**config.mk**
```make
export PLATFORM = sky130hd
export DESIGN_NAME = diag_window_bridge
export DESIGN_NICKNAME = d
export VERILOG_FILES = /design/src/rtl/diag_win_pkg.sv /design/src/rtl/diag_win_reg.sv /design/src/rtl/diag_win_seq.sv /design/src/rtl/diag_window_bridge.sv
export SDC_FILE = /design/constraint.sdc
export NUM_CORES = 1
export LEC_CHECK = 0
export CAP_MARGIN = 20
export CORE_MARGIN = 5
export CORE_UTILIZATION = 57
export CTS_BUF_LIST = sky130_fd_sc_hd__clkbuf_4 sky130_fd_sc_hd__clkbuf_8 sky130_fd_sc_hd__clkbuf_16
export CTS_CLUSTER_DIAMETER = 200
export DETAILED_ROUTE_END_ITERATION = 10
export PLACE_DENSITY = 0.82
export SYNTH_ARGS = -nofsm -noshare
export SYNTH_HDL_FRONTEND = slang
export SYNTH_SLANG_ARGS = --single-unit
```
**constraint.sdc**
```tcl
create_clock -name clk_i -period 5.1 [get_ports clk_i]
set_input_delay 0.51 -clock clk_i [delete_from_list [all_inputs] [get_ports clk_i]]
set_output_delay 0.51 -clock clk_i [all_outputs]
set_load 0.02 [all_outputs]
```
**src/rtl/diag_win_pkg.sv**
```systemverilog
package diag_win_pkg;
  localparam int unsigned WORD_W     = 32;
  localparam int unsigned WORD_BYTES = WORD_W / 8;
  localparam int unsigned BSEL_W     = $clog2(WORD_BYTES);
  localparam int unsigned N_REGS     = 3;
  // register order on the host bus (byte offset = index * WORD_BYTES)
  localparam int unsigned IDX_DATA   = 0;
  localparam int unsigned IDX_RADDR  = 1;
  localparam int unsigned IDX_WADDR  = 2;

  typedef struct packed {
    logic              we;
    logic [WORD_W-1:0] addr;
    logic [WORD_W-1:0] wdata;
  } win_cmd_t;
endpackage

```
**src/rtl/diag_win_reg.sv**
```systemverilog
module diag_win_reg #(
  parameter int unsigned W  = 32,
  localparam int unsigned NB = W / 8
) (
  input  logic          clk_i,
  input  logic          rst_ni,
  input  logic [NB-1:0] bwe_i,
  input  logic [7:0]    bdata_i,
  input  logic          ld_i,
  input  logic [W-1:0]  ld_data_i,
  output logic [W-1:0]  q_o
);
  logic [W-1:0] q;

  always_ff @(posedge clk_i or negedge rst_ni) begin
    if (!rst_ni) begin
      q <= '0;
    end else if (ld_i) begin
      q <= ld_data_i; // internal load wins over a same-cycle host byte write
    end else begin
      for (int b = 0; b < int'(NB); b++) begin
        if (bwe_i[b]) q[8*b +: 8] <= bdata_i;
      end
    end
  end

  assign q_o = q;
endmodule

```
**src/rtl/diag_win_seq.sv**
```systemverilog
module diag_win_seq
  import diag_win_pkg::*;
(
  input  logic     clk_i,
  input  logic     rst_ni,
  input  logic     trig_v_i,
  input  win_cmd_t trig_cmd_i,
  input  logic     ack_i,
  output logic     busy_o,
  output win_cmd_t cmd_o,
  output logic     rd_done_o
);
  logic     busy_q, pend_q;
  win_cmd_t cur_q, pend_cmd_q;

  always_ff @(posedge clk_i or negedge rst_ni) begin
    if (!rst_ni) begin
      busy_q     <= 1'b0;
      pend_q     <= 1'b0;
      cur_q      <= '0;
      pend_cmd_q <= '0;
    end else if (!busy_q) begin
      if (trig_v_i) begin
        busy_q <= 1'b1;
        cur_q  <= trig_cmd_i;
      end
    end else if (ack_i) begin
      if (pend_q) begin
        // chain the parked trigger; a same-cycle trigger refills the slot
        cur_q  <= pend_cmd_q;
        pend_q <= trig_v_i;
        if (trig_v_i) pend_cmd_q <= trig_cmd_i;
      end else if (trig_v_i) begin
        cur_q <= trig_cmd_i;
      end else begin
        busy_q <= 1'b0;
      end
    end else if (trig_v_i) begin
      // single slot: newest trigger wins
      pend_q     <= 1'b1;
      pend_cmd_q <= trig_cmd_i;
    end
  end

  assign busy_o    = busy_q;
  assign cmd_o     = cur_q;
  assign rd_done_o = busy_q && ack_i && !cur_q.we;
endmodule

```
**src/rtl/diag_window_bridge.sv**
```systemverilog
module diag_window_bridge
  import diag_win_pkg::*;
#(
  parameter int unsigned HOST_AW = 4
) (
  input  logic               clk_i,
  input  logic               rst_ni,
  input  logic [HOST_AW-1:0] hst_addr_i,
  input  logic [7:0]         hst_wdata_i,
  input  logic               hst_we_i,
  input  logic               hst_re_i,
  output logic [7:0]         hst_rdata_o,
  output logic               mem_req_o,
  output logic               mem_we_o,
  output logic [WORD_W-1:0]  mem_addr_o,
  output logic [WORD_W-1:0]  mem_wdata_o,
  input  logic               mem_ack_i,
  input  logic [WORD_W-1:0]  mem_rdata_i,
  output logic               busy_o
);
  localparam int unsigned SEL_W = HOST_AW - BSEL_W;

  logic [SEL_W-1:0]  reg_sel;
  logic [BSEL_W-1:0] byte_sel;
  logic [WORD_W-1:0] reg_q [N_REGS];
  logic              rd_done;
  logic              trig_v;
  win_cmd_t          trig_cmd, cur_cmd;
  logic [WORD_W-9:0] src_hi;
  logic [WORD_W-1:0] rd_word;

  assign reg_sel  = hst_addr_i[HOST_AW-1:BSEL_W];
  assign byte_sel = hst_addr_i[BSEL_W-1:0];

  for (genvar r = 0; r < int'(N_REGS); r++) begin : g_reg
    logic                  hit;
    logic [WORD_BYTES-1:0] bwe;
    assign hit = hst_we_i && (reg_sel == SEL_W'(r));
    always_comb begin
      bwe = '0;
      if (hit) bwe[byte_sel] = 1'b1;
    end
    if (r == int'(IDX_DATA)) begin : g_data
      diag_win_reg #(.W(WORD_W)) i_reg (
        .clk_i(clk_i), .rst_ni(rst_ni), .bwe_i(bwe), .bdata_i(hst_wdata_i),
        .ld_i(rd_done), .ld_data_i(mem_rdata_i), .q_o(reg_q[r])
      );
    end else begin : g_addr
      diag_win_reg #(.W(WORD_W)) i_reg (
        .clk_i(clk_i), .rst_ni(rst_ni), .bwe_i(bwe), .bdata_i(hst_wdata_i),
        .ld_i(1'b0), .ld_data_i('0), .q_o(reg_q[r])
      );
    end
  end

  // byte-0 write of an address register launches the access
  assign trig_v = hst_we_i && (byte_sel == '0) &&
                  ((reg_sel == SEL_W'(IDX_RADDR)) || (reg_sel == SEL_W'(IDX_WADDR)));
  assign src_hi = (reg_sel == SEL_W'(IDX_WADDR)) ? reg_q[IDX_WADDR][WORD_W-1:8]
                                                 : reg_q[IDX_RADDR][WORD_W-1:8];
  always_comb begin
    trig_cmd.we    = (reg_sel == SEL_W'(IDX_WADDR));
    trig_cmd.addr  = {src_hi, hst_wdata_i};
    trig_cmd.wdata = reg_q[IDX_DATA];
  end

  diag_win_seq i_seq (
    .clk_i(clk_i), .rst_ni(rst_ni), .trig_v_i(trig_v), .trig_cmd_i(trig_cmd),
    .ack_i(mem_ack_i), .busy_o(busy_o), .cmd_o(cur_cmd), .rd_done_o(rd_done)
  );

  assign mem_req_o   = busy_o;
  assign mem_we_o    = cur_cmd.we;
  assign mem_addr_o  = cur_cmd.addr;
  assign mem_wdata_o = cur_cmd.wdata;

  always_comb begin
    rd_word = '0;
    for (int r = 0; r < int'(N_REGS); r++) begin
      if (reg_sel == SEL_W'(r)) rd_word = reg_q[r];
    end
    hst_rdata_o = hst_re_i ? rd_word[{byte_sel, 3'b000} +: 8] : 8'h00;
  end
endmodule

```
* Word level (Yosys, flattened, before mapping)
Index checks and enable logic that the tools add are counted.
Widths: inputs -> output; s select.
** Word-level totals
- Register bits :: 228
- Bits of input ports :: 49
- Logic and storage cells :: 75
** Operators by class
- Order comparisons :: 2
- Equal/unequal tests :: 4
- Shifts and indexed selects :: 1
- Multiplexer cells :: 29
- Reductions and logical operators :: 19
** Operators with widths (number)
- $mux 65 :: 7
- $mux 32 :: 4
- $mux 8 :: 5
- $shiftx 32x6->8 :: 1
- $mux 24 :: 1
- $mux 4 :: 3
- $reduce_bool 2->1 :: 5
- $logic_and 1x1->1 :: 8
- $mux 1 :: 8
- $logic_not 2->1 :: 2
- $reduce_and 2->1 :: 2
- $lt 2x3->1 const B :: 1
- $demux 1 s2 :: 1
- $eq 2x1->1 const B :: 1
- $eq 2x2->1 const B :: 1
- $ge 2x1->1 const B :: 1
- $ne 2x1->1 const B :: 1
- $ne 2x2->1 const B :: 1
- $logic_not 1->1 :: 1
- $logic_or 1x1->1 :: 1

* Logic depth before layout (Yosys ltp)
- Depth after elaboration :: 7
- Gate-level depth with buffers :: 9

* Hierarchy
From an unflattened synthesis, not the netlist that was laid out.
** Second synthesis, totals
- Cell total of the unflattened synthesis :: 1005
- Area, all modules :: 11959.0 um2
** Modules (own cells, without submodules)
- diag_win_seq :: instances 1, cells an instance 376, area each 5634.2 um2, sequential area each 3303.2 um2
- diag_win_reg :: instances 3, cells an instance 139, area each 1639.1 um2, sequential area each 800.8 um2
- diag_window_bridge :: instances 1, cells an instance 212, area each 1407.6 um2, sequential area each 0.0 um2

* Least setup slack after synthesis
No wires, ideal clock.
- Kind :: input to output
- Start :: input hst_addr_i[2]
- End :: output hst_rdata_o[5]
- Data arrival time :: 2.132 ns
- Path slack :: 2.458 ns
- Cell stages on the path :: 8
- Cells stage by stage :: inv_1 ha_1 or3b_1 buf_2 buf_6 o2111a_1 nor4b_1 and3_1
** RTL lines
- start: declaration :: line diag_window_bridge.sv:8 : input logic [HOST_AW-1:0] hst_addr_i,
- end: declaration :: line diag_window_bridge.sv:12 : output logic [7:0] hst_rdata_o,

==> run metrics <==
outcome=finished clean; syn avg cell area=11.1 um^2; Worst Setup SP=hst_addr_i[2]; Cells after Synth=955; kind of critical path=in -> out; fmax=239 MHz; flop2flop setup slack=1910 ps; most area-hungry cell type in the Yosys netlist=dfrtp_1; largest net degree at the start of global routing=142; Critical Path Source Type=primary input; yosys warns=0; met1 wire length=12.3 mm; H-tree levels=1; Mapped Area=10,600 um^2; post-detailed-route DRC marker count=0; fin. max-slew vios=0; total core area=18,100 um^2; Final Hold Fails=0; FF-to-FF Start=i_seq.busy_o; register area share after synthesis=0.539; CTS Buf Count=23; Slew HR=0.251; Final TNS setup=0 ps; Highest Signal Layer=met4; first-pass GRT wire length=46.1 mm; ant diodes=0; FILL cells=1,318; initial antenna violation count=0; CTS max path bufs=3; Setup Buffers After CTS=0; crit end category=output port; Final Cycle Share=0.820; # setup viols final=0; initial core utilization=0.583; share of post-route cells with drive strength above 1=0.156; 1st-iter DRT viols=651; top post-synthesis cells by count=228 x dfrtp_1, 107 x mux2_2, 88 x o21ai_0, 74 x nand2_1, 74 x nor2_1; Clock Skews=11.3 ps; FF-to-FF path depth=4; clock sink count=228; Seq cells post-synth=228; Mapped Nets=1,007; met2 wire length=13.2 mm; Worst-Margin Slew=1120 ps; Site Rows=49; CTS clk-pin slew, worst paths=60 ps; I/O Buffers=123; FF/Latch Area=5710 um^2; drt pass-1 iters=6; footprint of the multi-input gates=4460 um^2; Final GP Congestion=0.973; Post-synth EDFFs=0; vias in the first global route=7,994; Tot Pwr=7.34 mW; post-cts sizing count=0; die area=21,400 um^2; crit path capture=hst_rdata_o[2]; post-DR wirelength/cell=22.5 um; die width=146 um; via count=7,996; Clock Latency Late Sink=500 ps; post-route ant nets=0; Total GRT Usage=0.270; RSZ-0062 raised after global routing=false; CTS tree=done; Area contributors post-synth=dfrtp_1 54%, mux2_2 11%, mux2i_1 6.9%, o21ai_0 4.2%, a21oi_1 2.7%; fin nets=1,094; FFs w/ async S/R, synth=1.00; DR WL met3=2.30 mm; Max-Cap Viols=0; VDD IR max=0.000322 V; # hold bufs at CTS=0; CP Data Arrival Time=3670 ps; CP Max Fanout=18; worst reg2reg path endpoint=i_seq.cmd_o[41]; Post-Route WL=28.9 mm; Root Driver=clkbuf_16; fin crit period=4180 ps; Die Ht=146 um; post-DP HPWL=19.6 mm; Main synth FF type=dfrtp_1; Layout area overhead=19.4%; vias per std cell=6.22; top cell type's share of synthesized area=0.539; worst endpoint required time=4590 ps; Ports=124; Leak=5.58 nW; PD cells=581 nW/um^2; hold crit path type=in -> async; Yosys cell types=38; Congestion Overflow GR=0; top-count cell post-synth=dfrtp_1
[layout by cell type (no fill, tap or decap), types with 2 or more instances in the layout]
cell type          n
a221oi_1           8
and3_1            10
ha_1               3
clkinvlp_4         4
inv_1             21
a21o_1             5
bufinv_16          2
a21oi_1           57
a211oi_1          16
mux2_1             2
o21ai_0           88
nand2_1           74
and2_1            16
nand4_1            2
mux2_2           107
mux2i_1           73
o22ai_1           13
clkbuf_16         23
clkdlybuf4s50_1  122
buf_4             11
nor2b_1           14
nand2b_1           4
nor4b_1            8
clkbuf_8           5
a2111oi_0         16
clkinv_2           4
o32ai_1           10
nand3b_1           9
dfrtp_1          228
nand3_1            5
clkbuf_4           2
o2111a_1           8
nor2_1            74
o21ai_1            3
[flip-flops by register name, indices dropped and copies added (netlist names)]
name / cells
i_seq.pend_q: 1
i_seq.pend_cmd_q: 65
g.g_data.i_reg.q_o: 32
g.g_addr.i_reg.q_o: 64
i_seq.cmd_o: 65
i_seq.busy_o: 1
[logic make-up after synthesis]
logic type / after synthesis / share of synthesized area
AOI/OAI and AO/OA: 228 / 0.134
DFF: 228 / 0.539
and+or+nand+nor: 220 / 0.0986
muxes: 182 / 0.185
buffers and inverters: 94 / 0.0401
adders and majority gates: 3 / 0.00355
[final cells by class]
class                           instances  area share
Clock buffer                           30      0.0522
Clock inverter                         10     0.00871
Inverter                               21     0.00623
Multi-Input combinational cell        633       0.353
Sequential cell                       228       0.451
Tap cell                              229      0.0227
Timing Repair Buffer                  135       0.106
[routing by layer]
| layer | GRT usage | vias up |
|---|---|---|
| li1 | - | 3609 |
| met1 | 0.380 | 3938 |
| met2 | 0.425 | 367 |
| met3 | 0.0558 | 82 |
| met4 | 0.0870 | 0 |
| met5 | 0 | - |
[report_power, final]
part           internal, mW  switching [mW]
Sequential             2.53           0.538
Clock                  1.01           0.702
Combinational          1.18            1.38
[through the flow]
| stage | hold slack, ps | cell area [um^2] | instances | setup slack, ps | utilization |
|---|---|---|---|---|---|
| floorplan | 214 | 10600 | 955 | 2460 | - |
| global placement | 461 | 11900 | 1245 | 996 | 0.654 |
| detailed placement | 471 | 11900 | 1245 | 961 | 0.654 |
| CTS | 191 | 12600 | 1285 | 966 | 0.696 |
| global route | 242 | 12600 | 1286 | 722 | 0.697 |
| finish | 76.0 | 12600 | 1286 | 920 | 0.697 |
[worst max-delay path: stages]
cell and delay (ps):
clkdlybuf4s50_1 490, inv_1 70, ha_1 410, or3b_1 700, o2111a_1 330, nor4b_1 280, and3_1 240, clkdlybuf4s50_1 620
[worst min-delay path by stage]
stage	startpoint	endpoint	slack [ps]
floorplan	rst_ni	g_reg[0].g_data.i_reg.q_o[0]	210
global placement	i_seq.cmd_o[28]	i_seq.cmd_o[28]	460
detailed placement	i_seq.pend_cmd_q[19]	i_seq.pend_cmd_q[19]	470
CTS	rst_ni	i_seq.cmd_o[28]	190
global route	rst_ni	i_seq.cmd_o[28]	240
finish	rst_ni	i_seq.cmd_o[28]	80
Note: power is estimated with default switching activity, not from simulation.
